File: config.mk
export PLATFORM = sky130hd
export DESIGN_NAME = qdac_serial_if
export DESIGN_NICKNAME = d
export VERILOG_FILES = /design/src/rtl/qdac_pkg.sv /design/src/rtl/qdac_sync.sv /design/src/rtl/qdac_frame.sv /design/src/rtl/qdac_regs.sv /design/src/rtl/qdac_serial_if.sv
export SDC_FILE = /design/constraint.sdc
export NUM_CORES = 1
export LEC_CHECK = 0
export BUFFER_PORTS_ARGS = -buffer_cell sky130_fd_sc_hd__buf_2
export CORE_ASPECT_RATIO = 1.5
export CORE_MARGIN = 3
export CORE_UTILIZATION = 54
export CTS_CLUSTER_DIAMETER = 200
export DETAILED_ROUTE_END_ITERATION = 7
export PLACE_DENSITY = 0.76
export SYNTH_ARGS = -nofsm -noshare
export SYNTH_HDL_FRONTEND = slang
export SYNTH_HIERARCHICAL = 1
export SYNTH_SLANG_ARGS = --single-unit
File: constraint.sdc
create_clock -name clk -period 2.47 [get_ports clk]
set_input_delay 0.247 -clock clk [delete_from_list [all_inputs] [get_ports clk]]
set_output_delay 0.247 -clock clk [all_outputs]
set_load 0.02 [all_outputs]
File: src/rtl/qdac_pkg.sv
package qdac_pkg;
    localparam int CH_N    = 4;
    localparam int DATA_W  = 12;
    localparam int FRAME_W = 16;
    localparam int ADDR_W  = 3;
endpackage

File: src/rtl/qdac_sync.sv
module qdac_sync #(
    parameter int          W       = 5,
    parameter logic [W-1:0] RST_VAL = '0
) (
    input  logic         clk,
    input  logic         rst_n,
    input  logic [W-1:0] din,
    output logic [W-1:0] dout
);
    typedef struct packed {
        logic [W-1:0] s1;
        logic [W-1:0] s2;
    } sync_t;

    sync_t d, q;

    always_comb begin
        d    = q;
        d.s1 = din;
        d.s2 = q.s1;
    end

    always_ff @(posedge clk or negedge rst_n) begin
        if (!rst_n) q <= '{s1: RST_VAL, s2: RST_VAL};
        else        q <= d;
    end

    assign dout = q.s2;
endmodule

File: src/rtl/qdac_frame.sv
module qdac_frame #(
    parameter int FRAME_W = 16,
    parameter int ADDR_W  = 3,
    parameter int DATA_W  = 12
) (
    input  logic              clk,
    input  logic              rst_n,
    input  logic              sclk_s,
    input  logic              sync_s,
    input  logic              sdi_s,
    input  logic [DATA_W-1:0] rd_data,
    output logic              wr_o,
    output logic [ADDR_W-1:0] addr_o,
    output logic [DATA_W-1:0] data_o,
    output logic              sdo_o
);
    localparam int             CNT_W = $clog2(FRAME_W + 1);
    localparam logic [CNT_W-1:0] LAST = CNT_W'(FRAME_W - 1);
    localparam logic [CNT_W-1:0] FULL = CNT_W'(FRAME_W);

    typedef struct packed {
        logic               active;
        logic [CNT_W-1:0]   cnt;
        logic [FRAME_W-1:0] shreg;
        logic [FRAME_W-1:0] tx;
        logic               sclk_prev;
        logic               sync_prev;
    } frame_t;

    frame_t d, q;
    logic   sclk_fall, sclk_rise, sync_fall, done;
    logic [FRAME_W-1:0] word_d;

    assign sclk_fall = q.sclk_prev & ~sclk_s;
    assign sclk_rise = ~q.sclk_prev & sclk_s;
    assign sync_fall = q.sync_prev & ~sync_s;
    assign word_d    = {q.shreg[FRAME_W-2:0], sdi_s};

    always_comb begin
        d           = q;
        d.sclk_prev = sclk_s;
        d.sync_prev = sync_s;
        done        = 1'b0;
        if (sync_s) begin
            d.active = 1'b0;
        end else if (sync_fall) begin
            d.active = 1'b1;
            d.cnt    = '0;
        end else if (q.active) begin
            if (sclk_fall && q.cnt < FULL) begin
                d.shreg = word_d;
                d.cnt   = q.cnt + CNT_W'(1);
                done    = (q.cnt == LAST);
            end
            if (sclk_rise && q.cnt != '0 && q.cnt < FULL) begin
                d.tx = {q.tx[FRAME_W-2:0], 1'b0};
            end
            if (done && word_d[FRAME_W-1]) begin
                d.tx = FRAME_W'(rd_data);
            end
        end
    end

    always_ff @(posedge clk or negedge rst_n) begin
        if (!rst_n) q <= '{active: 1'b0, cnt: '0, shreg: '0, tx: '0,
                           sclk_prev: 1'b1, sync_prev: 1'b1};
        else        q <= d;
    end

    assign wr_o   = done & ~word_d[FRAME_W-1];
    assign addr_o = word_d[FRAME_W-2 -: ADDR_W];
    assign data_o = word_d[DATA_W-1:0];
    assign sdo_o  = q.active & q.tx[FRAME_W-1];

    // a completed frame leaves the counter saturated
    a_r2_full_after_done: assert property (@(posedge clk) disable iff (!rst_n)
        done |=> (q.cnt == FULL));
    // the bit counter never passes the frame length
    a_r2_cnt_bound: assert property (@(posedge clk) disable iff (!rst_n)
        q.cnt <= FULL);
    // a high frame line closes any frame in progress
    a_r3_close_on_sync: assert property (@(posedge clk) disable iff (!rst_n)
        sync_s |=> !q.active);
    // the readback shifter holds still between frames
    a_r10_tx_hold_idle: assert property (@(posedge clk) disable iff (!rst_n)
        sync_s |=> $stable(q.tx));
endmodule

File: src/rtl/qdac_regs.sv
module qdac_regs #(
    parameter int CH_N   = 4,
    parameter int DATA_W = 12,
    parameter int ADDR_W = 3
) (
    input  logic                   clk,
    input  logic                   rst_n,
    input  logic                   ldac_s,
    input  logic                   clr_s,
    input  logic                   wr_i,
    input  logic [ADDR_W-1:0]      addr_i,
    input  logic [DATA_W-1:0]      data_i,
    output logic [DATA_W-1:0]      rd_data_o,
    output logic [CH_N*DATA_W-1:0] dac_o
);
    localparam int CH_W = (CH_N > 1) ? $clog2(CH_N) : 1;

    typedef struct packed {
        logic [CH_N-1:0][DATA_W-1:0] inr;
        logic [CH_N-1:0][DATA_W-1:0] dac;
        logic [CH_N-1:0]             pend;
        logic                        ldac_prev;
        logic                        clr_prev;
    } regs_t;

    regs_t d, q;
    logic  ldac_fall, clr_fall, addr_ok;
    logic [CH_W-1:0] ch;

    assign ldac_fall = q.ldac_prev & ~ldac_s;
    assign clr_fall  = q.clr_prev & ~clr_s;
    assign addr_ok   = ({1'b0, addr_i} < (ADDR_W + 1)'(CH_N));
    assign ch        = addr_i[CH_W-1:0];

    always_comb begin
        d           = q;
        d.ldac_prev = ldac_s;
        d.clr_prev  = clr_s;
        if (clr_fall) begin
            d.inr  = '0;
            d.dac  = '0;
            d.pend = '0;
        end else begin
            if (ldac_fall && clr_s) begin
                for (int i = 0; i < CH_N; i++) begin
                    if (q.pend[i]) d.dac[i] = q.inr[i];
                end
                d.pend = '0;
            end
            if (wr_i && addr_ok) begin
                d.inr[ch] = data_i;
                if (!ldac_s && clr_s) begin
                    d.dac[ch]  = data_i;
                    d.pend[ch] = 1'b0;
                end else begin
                    d.pend[ch] = 1'b1;
                end
            end
        end
    end

    always_ff @(posedge clk or negedge rst_n) begin
        if (!rst_n) q <= '{inr: '0, dac: '0, pend: '0, ldac_prev: 1'b1, clr_prev: 1'b1};
        else        q <= d;
    end

    always_comb begin
        rd_data_o = '0;
        if (addr_ok) rd_data_o = q.dac[ch];
    end

    assign dac_o = q.dac;

    // a clear edge empties both register sets
    a_r8_clear_zeroes: assert property (@(posedge clk) disable iff (!rst_n)
        clr_fall |=> (q.dac == '0 && q.inr == '0 && q.pend == '0));
    // DAC registers stay put while clear is held
    a_r9_hold_in_clear: assert property (@(posedge clk) disable iff (!rst_n)
        (!q.clr_prev && !clr_s) |=> $stable(q.dac));
    // a load strobe leaves nothing pending
    a_r6_pend_cleared: assert property (@(posedge clk) disable iff (!rst_n)
        (ldac_fall && clr_s) |=> (q.pend == '0));
    // a write with the strobe held low reaches the DAC register
    a_r7_pass_through: assert property (@(posedge clk) disable iff (!rst_n)
        (wr_i && addr_ok && !ldac_s && clr_s) |=> (q.dac[$past(ch)] == $past(data_i)));
endmodule

File: src/rtl/qdac_serial_if.sv
module qdac_serial_if
    import qdac_pkg::*;
(
    input  logic                   clk,
    input  logic                   rst_n,
    input  logic                   sclk,
    input  logic                   sync_n,
    input  logic                   sdi,
    input  logic                   ldac_n,
    input  logic                   clr_n,
    output logic                   sdo,
    output logic [CH_N*DATA_W-1:0] dac_word
);
    logic [4:0]        raw, synced;
    logic              wr;
    logic [ADDR_W-1:0] addr;
    logic [DATA_W-1:0] wdata, rdata;

    assign raw = {clr_n, ldac_n, sync_n, sclk, sdi};

    qdac_sync #(.W(5), .RST_VAL(5'b11110)) u_sync (
        .clk  (clk),
        .rst_n(rst_n),
        .din  (raw),
        .dout (synced)
    );

    qdac_frame #(.FRAME_W(FRAME_W), .ADDR_W(ADDR_W), .DATA_W(DATA_W)) u_frame (
        .clk    (clk),
        .rst_n  (rst_n),
        .sclk_s (synced[1]),
        .sync_s (synced[2]),
        .sdi_s  (synced[0]),
        .rd_data(rdata),
        .wr_o   (wr),
        .addr_o (addr),
        .data_o (wdata),
        .sdo_o  (sdo)
    );

    qdac_regs #(.CH_N(CH_N), .DATA_W(DATA_W), .ADDR_W(ADDR_W)) u_regs (
        .clk      (clk),
        .rst_n    (rst_n),
        .ldac_s   (synced[3]),
        .clr_s    (synced[4]),
        .wr_i     (wr),
        .addr_i   (addr),
        .data_i   (wdata),
        .rd_data_o(rdata),
        .dac_o    (dac_word)
    );
endmodule

==> results by group, run 1 <==
Status
  • Status: finished, final reports clean

STA
  • Final setup fails: 0
  • Pins Over Slew Limit: 0
  • Final hold vios: 0
  • Tmin final: 2.38 ns
  • Slew margin rel.: 49.9%
  • Slew @ Worst Pin: about 0.75 ns
  • Final Hold Slack: 0.353 ns
  • Max Clock Freq: 420 MHz
  • Post-route clock period utilization: 96.3%
  • RSZ-0062 raised after global routing: yes
  • Final Skew: 0.00905 ns
  • Worst setup margin: 0.0906 ns

Routing
  • Routed via count: 5942
  • Final wirelength: ~20 mm
  • DR iter-0 viols: 729
  • DRC Markers: 0
  • DRT Pass-1 Iters: 7
  • Remaining antenna violation count after routing: 0
  • Routed len/inst: 21.8 um
  • Avg Vias per Cell: about 6.4

Yosys
  • Seq cells post-synth: 151
  • Top cells by count, synth: 196 x nand2_1, 139 x dfrtp_1, 75 x buf_4
  • Top post-synthesis cells by area: dfrtp_1 46%, nand2_1 9.7%, buf_4 7.4%
  • Top FF cell, synth: dfrtp_1
  • Post-synthesis sequential area ratio: 50.0%
  • Cell count after synthesis: 766
  • Number of flops mapped to enable cells by yosys: 0
  • Biggest area consumer among synthesized cells: dfrtp_1
  • Synth top area share: 45.8%
  • YS warnings: 6
  • Post-Syn Nets: 776
  • Netlist Area Pre-Place: 7590 sq um
  • Post-Syn Area per Cell: 9.91 sq um
  • Count leader, synth: nand2_1
  • Fraction of registers with async set/reset: 100%
  • Yosys cell types: 47

Clock network
  • CTS max path bufs: 2
  • CTS H-Tree Depth: 4
  • Clk sink count: 151
  • Worst-Skew Late Latency: 0.43 ns
  • Total CTS buffers: 17
  • Clock slew at reported path FFs: about 0.06 ns
  • CTS tree: yes
  • Clock root buffer: clkbuf_16

Worst setup path
  • CP Launch Type: register
  • CP Max Fanout: 22
  • Critical path type: register to register
  • Slowest stage cell, crit path: dfrtp_1
  • CP Capture Type: register
  • Slowest stage delay, CP: 0.36 ns
  • Crit path DAT: 2.67 ns
  • Critical-path cell list: ha_2, and3_1, ha_1, nand4bb_1, nor3_2, buf_4, nand4bb_4, buf_6, nor3_1, a311oi_1
  • Crit path required time: 2.76 ns

Power
  • Sequential share of power: 48.0%
  • Internal power: between 4 and 5 mW
  • Worst vdd ir: approximately 0.36 mV
  • Clock share of power: between 40% and 50%
  • Leak: 3.57 nW
  • Cell Pwr Density: 648 nW/um^2
  • Total power: 5.39 mW
  • Sw frac: about 22%
  • Combinational Power Share: 3.1%
  • Switching pwr: ~1.2 mW

GRT
  • First-pass GRT wire length: roughly 30 mm
  • Largest net degree at the start of global routing: 88
  • GRT Util Overall: around a quarter
  • Overflow after GRT: 0
  • Number of global-route vias before repair: 5868
  • Initial antenna violation count: 0

Final layout
  • Layout cells sized above 1: 24.4%
  • Fill cell count: around 1100
  • Area grow syn2layout: 9.44%
  • Ant diodes: 0
  • Nets: approximately 760

Placement
  • IO Port Bufs: 55
  • GPL Wtd Cong: 0.874
  • Pre-CTS WS: -0.128 ns
  • Post-DP HPWL: 13.1 mm

Die
  • I/O pin count: 56
  • Die area: 15600 sq um
  • Initial Utilization: 55.6%
  • Die outline width: 103 um
  • FP Rows: 52
  • Die H: 151 um
  • Core ar.: ~14000 sq um

Hold path
  • Hold Crit Class: register to register

Job
  • MaxCap Viol Count: 0
==> timing repair <==
item,CTS,global route
cloned,0,5
gates resized for setup,5,19
pin swaps,1,2
endpoints found under the hold margin,72,0
setup buffers,0,2
setup endpoints to repair,60,50
hold buffers,6,0
==> cells in the final DEF, fill, tap and decap left out, types with 3 or more instances in the layout <==
| cell type | synthesis | final |
|---|---|---|
| nand2_1 | 196 | 196 |
| dfrtp_1 | 139 | 139 |
| a21oi_1 | 56 | 56 |
| buf_2 | 18 | 54 |
| nor3_1 | 53 | 50 |
| a311oi_1 | 48 | 43 |
| buf_4 | 75 | 25 |
| clkbuf_16 | 0 | 17 |
| dfstp_2 | 12 | 12 |
| mux4_2 | 12 | 12 |
| nor2b_1 | 13 | 12 |
| o22ai_1 | 11 | 11 |
| a2bb2oi_2 | 10 | 10 |
| mux2_2 | 10 | 10 |
| nor2_1 | 9 | 9 |
| or2_4 | 0 | 7 |
| dlygate4sd3_1 | 0 | 6 |
| o21ai_0 | 6 | 6 |
| inv_1 | 5 | 5 |
| mux2_1 | 5 | 5 |
| nand4b_1 | 5 | 5 |
| and4b_1 | 5 | 5 |
| a311oi_2 | 0 | 5 |
| clkinv_4 | 0 | 4 |
| a22o_1 | 4 | 4 |
| bufinv_16 | 0 | 3 |
| clkinvlp_4 | 0 | 3 |
| buf_6 | 2 | 3 |
| nand4bb_1 | 4 | 3 |
| nor3_2 | 0 | 3 |
==> through the flow <==
step	TNS, ns	instance area (sq um)	cells	util (%)
2_1_floorplan	0	7590	766	-
5_1_grt	-0.0363	8310	923	60.8
4_1_cts	0	8170	916	59.8
3_3_place_gp	0	7490	878	54.8
3_5_place_dp	-2.78	7490	878	54.8
6_report	0	8310	923	60.8
==> worst max-delay path: cells and delay by family, from the launching register on <==
family	cells	cell delay, ns
buffers and inverters	2	0.45
AND/OR/NAND/NOR	5	0.98
AO/OA/AOI/OAI	1	0.10
flip-flops	1	0.36
adder cells (fa/ha/maj)	2	0.34
==> cell families (layout without fill, tap and decap cells) <==
group | Yosys count | after routing | share of synthesized area (%)
and+or+nand+nor | 309 | 313 | 19.0
DFF | 151 | 151 | 50.0
AOI/OAI and AO/OA | 140 | 140 | 13.6
buffers and inverters | 136 | 127 | 11.1
muxes | 27 | 27 | 5.78
adders and majority gates | 3 | 3 | 0.494
==> per-layer routing <==
layer / part of all wire (%) / wire length, um / vias up / GRT usage, %
met5: 0 / 0 / - / 0
met4: 4.5 / 900 / 0 / 12.8
met3: 7.2 / 1440 / 96 / 5.53
met2: 53 / 10700 / 320 / 44.9
met1: 35 / 7060 / 2940 / 29.6
li1: - / - / 2586 / -
==> path summary, 6_finish.rpt <==
check	slack, ns	from	end	depth (start not counted)
worst max-delay path	0.09	u_frame/q[34]	u_regs/dac_o[5]	10
worst min-delay path	0.35	u_sync/d[0]	u_sync/dout[0]	0
worst max register to register	0.09	u_frame/q[34]	u_regs/dac_o[5]	10
worst min register to register	0.35	u_sync/d[0]	u_sync/dout[0]	0
max in group asynchronous	1.31	rst_n	u_sync/dout[2]	3
min in group asynchronous	0.39	rst_n	u_regs/dac_o[13]	2
==> flip-flops by register name (all words and copies together) (netlist names) <==
register        count
u_regs/dac_o       48
u_sync/d            5
u_sync/dout         5
u_frame/q          25
u_frame/addr_o      3
u_regs/q           54
u_frame/data_o     11
==> cell type report <==
type	instances	area (sq um)	area share [%]
timing repair buffer	90	592	7.12
multi-input combinational	483	3100	37.3
clock inverter	14	175	2.11
clock buffer	18	429	5.16
tap	162	203	2.44
sequential	151	3790	45.6
inverter	5	18.8	0.226
==> power by group through the flow <==
stage,clock (mW),sequential [mW],combinational [mW]
after floorplan,0,2.59,0.115
after global placement,0,2.62,0.151
after detailed placement,0,2.62,0.157
after CTS,2.66,2.58,0.166
after global routing,2.79,2.59,0.183
final,2.64,2.59,0.166
Note: power is estimated with default switching activity, not from simulation.
==> run 2, diff against run 1 <==
Settings changed: ABC_AREA set to 1, ABC_CLOCK_PERIOD_IN_PS set to 2470, PLACE_DENSITY 0.76 to 0.75.
==> run 2 against run 1 <==
Effect of this change: largest power group unchanged; register-to-register slack better by 0.16 ns; fmax up 7.2%; die area up 4.4%; critical path type unchanged; critical path depth unchanged; sequential power decreased by 2%; worst hold slack lost 0.029 ns; flip-flop and latch count unchanged; count of clock-buffer cells in the layout rose by 2; non-clock buffer count decreased by 7; final cell count up 30%; first-iteration DRC count is 4.1% higher; setup slack improved by 0.16 ns; largest cell class unchanged.
==> results by group, run 2 <==
Status
  • Status: finished, final reports clean

Yosys
  • Top cells by count, synth: 273 x nand2_1, 142 x nand3_1, 139 x dfrtp_1
  • Top FF cell, synth: dfrtp_1
  • Netlist Area Pre-Place: slightly below 8000 sq um
  • Biggest area consumer among synthesized cells: dfrtp_1
  • Fraction of registers with async set/reset: 100%
  • YS warnings: 6
  • Seq cells post-synth: 151
  • Post-Syn Nets: 1030
  • Number of flops mapped to enable cells by yosys: 0
  • Count leader, synth: nand2_1
  • Post-Syn Area per Cell: 7.79 sq um
  • Post-synthesis sequential area ratio: between 40% and 50%
  • Yosys cell types: 25
  • Cell count after synthesis: roughly 1000
  • Synth top area share: 43.8%
  • Top post-synthesis cells by area: dfrtp_1 44%, nand2_1 13%, nand3_1 8.9%

Placement
  • IO Port Bufs: 55
  • GPL Wtd Cong: 0.899
  • Placed cells: 1166
  • Post-DP HPWL: approximately 14 mm

Worst setup path
  • CP bufs+invs: 2
  • Critical-path cell list: nand2_1, nor2_4, nand2_4, nor3b_1, inv_1, nor2_4, nand3_4, inv_2, nand2_1, o21ai_1
  • Slowest stage cell, crit path: dfstp_2
  • CP top delay family: simple AND/OR/NAND/NOR gates
  • CP Capture Type: register
  • CP Launch Type: register
  • Slowest stage delay, CP: 0.55 ns
  • Crit path required time: 2.80 ns
  • Critical path type: register to register
  • Crit path DAT: 2.55 ns
  • CP Max Fanout: 19

GRT
  • Initial antenna violation count: 0
  • Largest net degree at the start of global routing: 54
  • Overflow after GRT: 0
  • First-pass GRT wire length: 34.1 mm
  • GRT Util Overall: 26.7%
  • Number of global-route vias before repair: 6548

Die
  • Die outline width: 105 um
  • Core ar.: 14200 sq um
  • Die area: 16200 sq um
  • FP Rows: 53
  • Die H: 155 um
  • I/O pin count: 56
  • Initial Utilization: 56.0%

Job
  • MaxCap Viol Count: 0

Routing
  • DRT Pass-1 Iters: 7
  • Remaining antenna violation count after routing: 0
  • DRC Markers: 0
  • Routed via count: 6763
  • Final wirelength: 20.9 mm
  • Routed len/inst: around 17 um
  • Avg Vias per Cell: approximately 5.6
  • DR iter-0 viols: 759

Final layout
  • Count of non-filler cells in the finished layout: 1204
  • Nets: 1009
  • Biggest register: u_regs/q
  • Max reg flops: 54
  • Layout cells sized above 1: 13.2%
  • Ant diodes: 0
  • Area grow syn2layout: 7.29%
  • Commonest non-fill, non-tap cell in the layout: nand2_1
  • Leading cell types in the layout, fill and taps excluded: 272 x nand2_1, 142 x nand3_1, 139 x dfrtp_1

STA
  • Slew margin rel.: 62.1%
  • Setup TNS: 0 ns
  • Pins Over Slew Limit: 0
  • Slew @ Worst Pin: 0.567 ns
  • Final Skew: 0.0101 ns
  • Max Clock Freq: 451 MHz
  • RSZ-0062 raised after global routing: no
  • Final hold vios: 0
  • Final setup fails: 0
  • Post-route clock period utilization: 89.8%
  • Tmin final: 2.22 ns

Power
  • Cell Pwr Density: 650 nW/um^2
  • Worst vdd ir: a little over 0.4 mV
  • Leak: 4.73 nW

Clock network
  • CTS H-Tree Depth: 4
  • Total CTS buffers: 17
  • Clock slew at reported path FFs: approximately 0.06 ns
  • CTS max path bufs: 2
  • Clock root buffer: clkbuf_16
  • Clk sink count: 151
  • Worst-Skew Late Latency: 0.42 ns
  • CTS tree: yes

Hold path
  • Hold Crit Class: input port to async pin
run 2: cell types whose count changed after synthesis, sizes merged, moves of 13 or more:
cell,before,now
a21oi,57,5
nor2b,13,0
a311oi,48,0
mux2,15,0
clkbuf,34,17
nor3,53,2
nor2,10,85
o21ai,6,60
nand2,197,278
inv,5,95
nand4,0,49
nand3,3,144
o22ai,11,24
run 2: metal layers:
metal / track usage, % / part of all wire [%] / up-vias
met2: 44.9 / 50 / 350
met1: 32.2 / 38 / 3158
met4: 14.2 / 4.2 / 0
li1: - / - / 3201
met5: 0 / 0 / -
met3: 5.43 / 8.5 / 54
run 2: worst reg2reg max path: cells and delay by family (launching register included):
| family | cells | cell delay (ns) |
|---|---|---|
| buffers and inverters | 2 | 0.39 |
| AO/OA/AOI/OAI | 1 | 0.11 |
| flip-flops | 1 | 0.55 |
| AND/OR/NAND/NOR | 7 | 1.10 |
run 2: worst paths after layout:
| path | cells past startpoint | slack [ns] | end | start |
|---|---|---|---|---|
| min reg2reg | 0 | 0.35 | u_sync/dout[0] | u_sync/d[0] |
| min in group clk | 0 | 0.35 | u_sync/dout[0] | u_sync/d[0] |
| max reg2reg | 10 | 0.25 | u_regs/dac_o[11] | u_frame/q[1] |
| min | 2 | 0.32 | u_regs/dac_o[35] | rst_n |
| max in group asynchronous | 3 | 1.38 | u_regs/q[57] | rst_n |
| max | 10 | 0.25 | u_regs/dac_o[11] | u_frame/q[1] |
run 2: layout make-up:
type | instances | area [sq um]
clock buffer | 20 | 437
clock inverter | 12 | 178
fill | 1331 | 5660
inverter | 95 | 357
multi-input combinational | 651 | 3000
sequential | 151 | 3790
tap | 192 | 240
timing repair buffer | 83 | 519
run 2: repair_timing:
item / CTS / global route
setup endpoints to repair: 0 / 12
hold buffers: 6 / 0
buffers inserted: 0 / 0
endpoints found under the hold margin: 43 / 0
gates resized for setup: 0 / 1
run 2: cell families after synthesis:
group,after synthesis,synth area share (%)
AND/OR/NAND/NOR,559,31.2
buffers and inverters,218,14.6
flip-flops,151,47.7
AO/OA/AOI/OAI,89,5.98
adder cells (fa/ha/maj),3,0.472
run 2: where the power goes:
part | internal [mW] | switching, mW
Clock | 1.69 | 1.01
Sequential | 2.52 | 0.0362
Combinational | 0.0568 | 0.231
run 2: per-stage QoR:
step	cell area, sq um	util [%]	power, mW	hold WS (ns)	worst slack [ns]
finish	8530	60.1	5.54	0.324	0.251
global placement	7850	55.3	2.87	0.212	0.240
global route	8530	60.1	5.73	0.358	0.0500
floorplan	7950	-	2.77	-0.0486	0.530
detailed placement	7850	55.3	2.87	0.215	0.176
CTS	8520	60.1	5.58	0.336	0.158
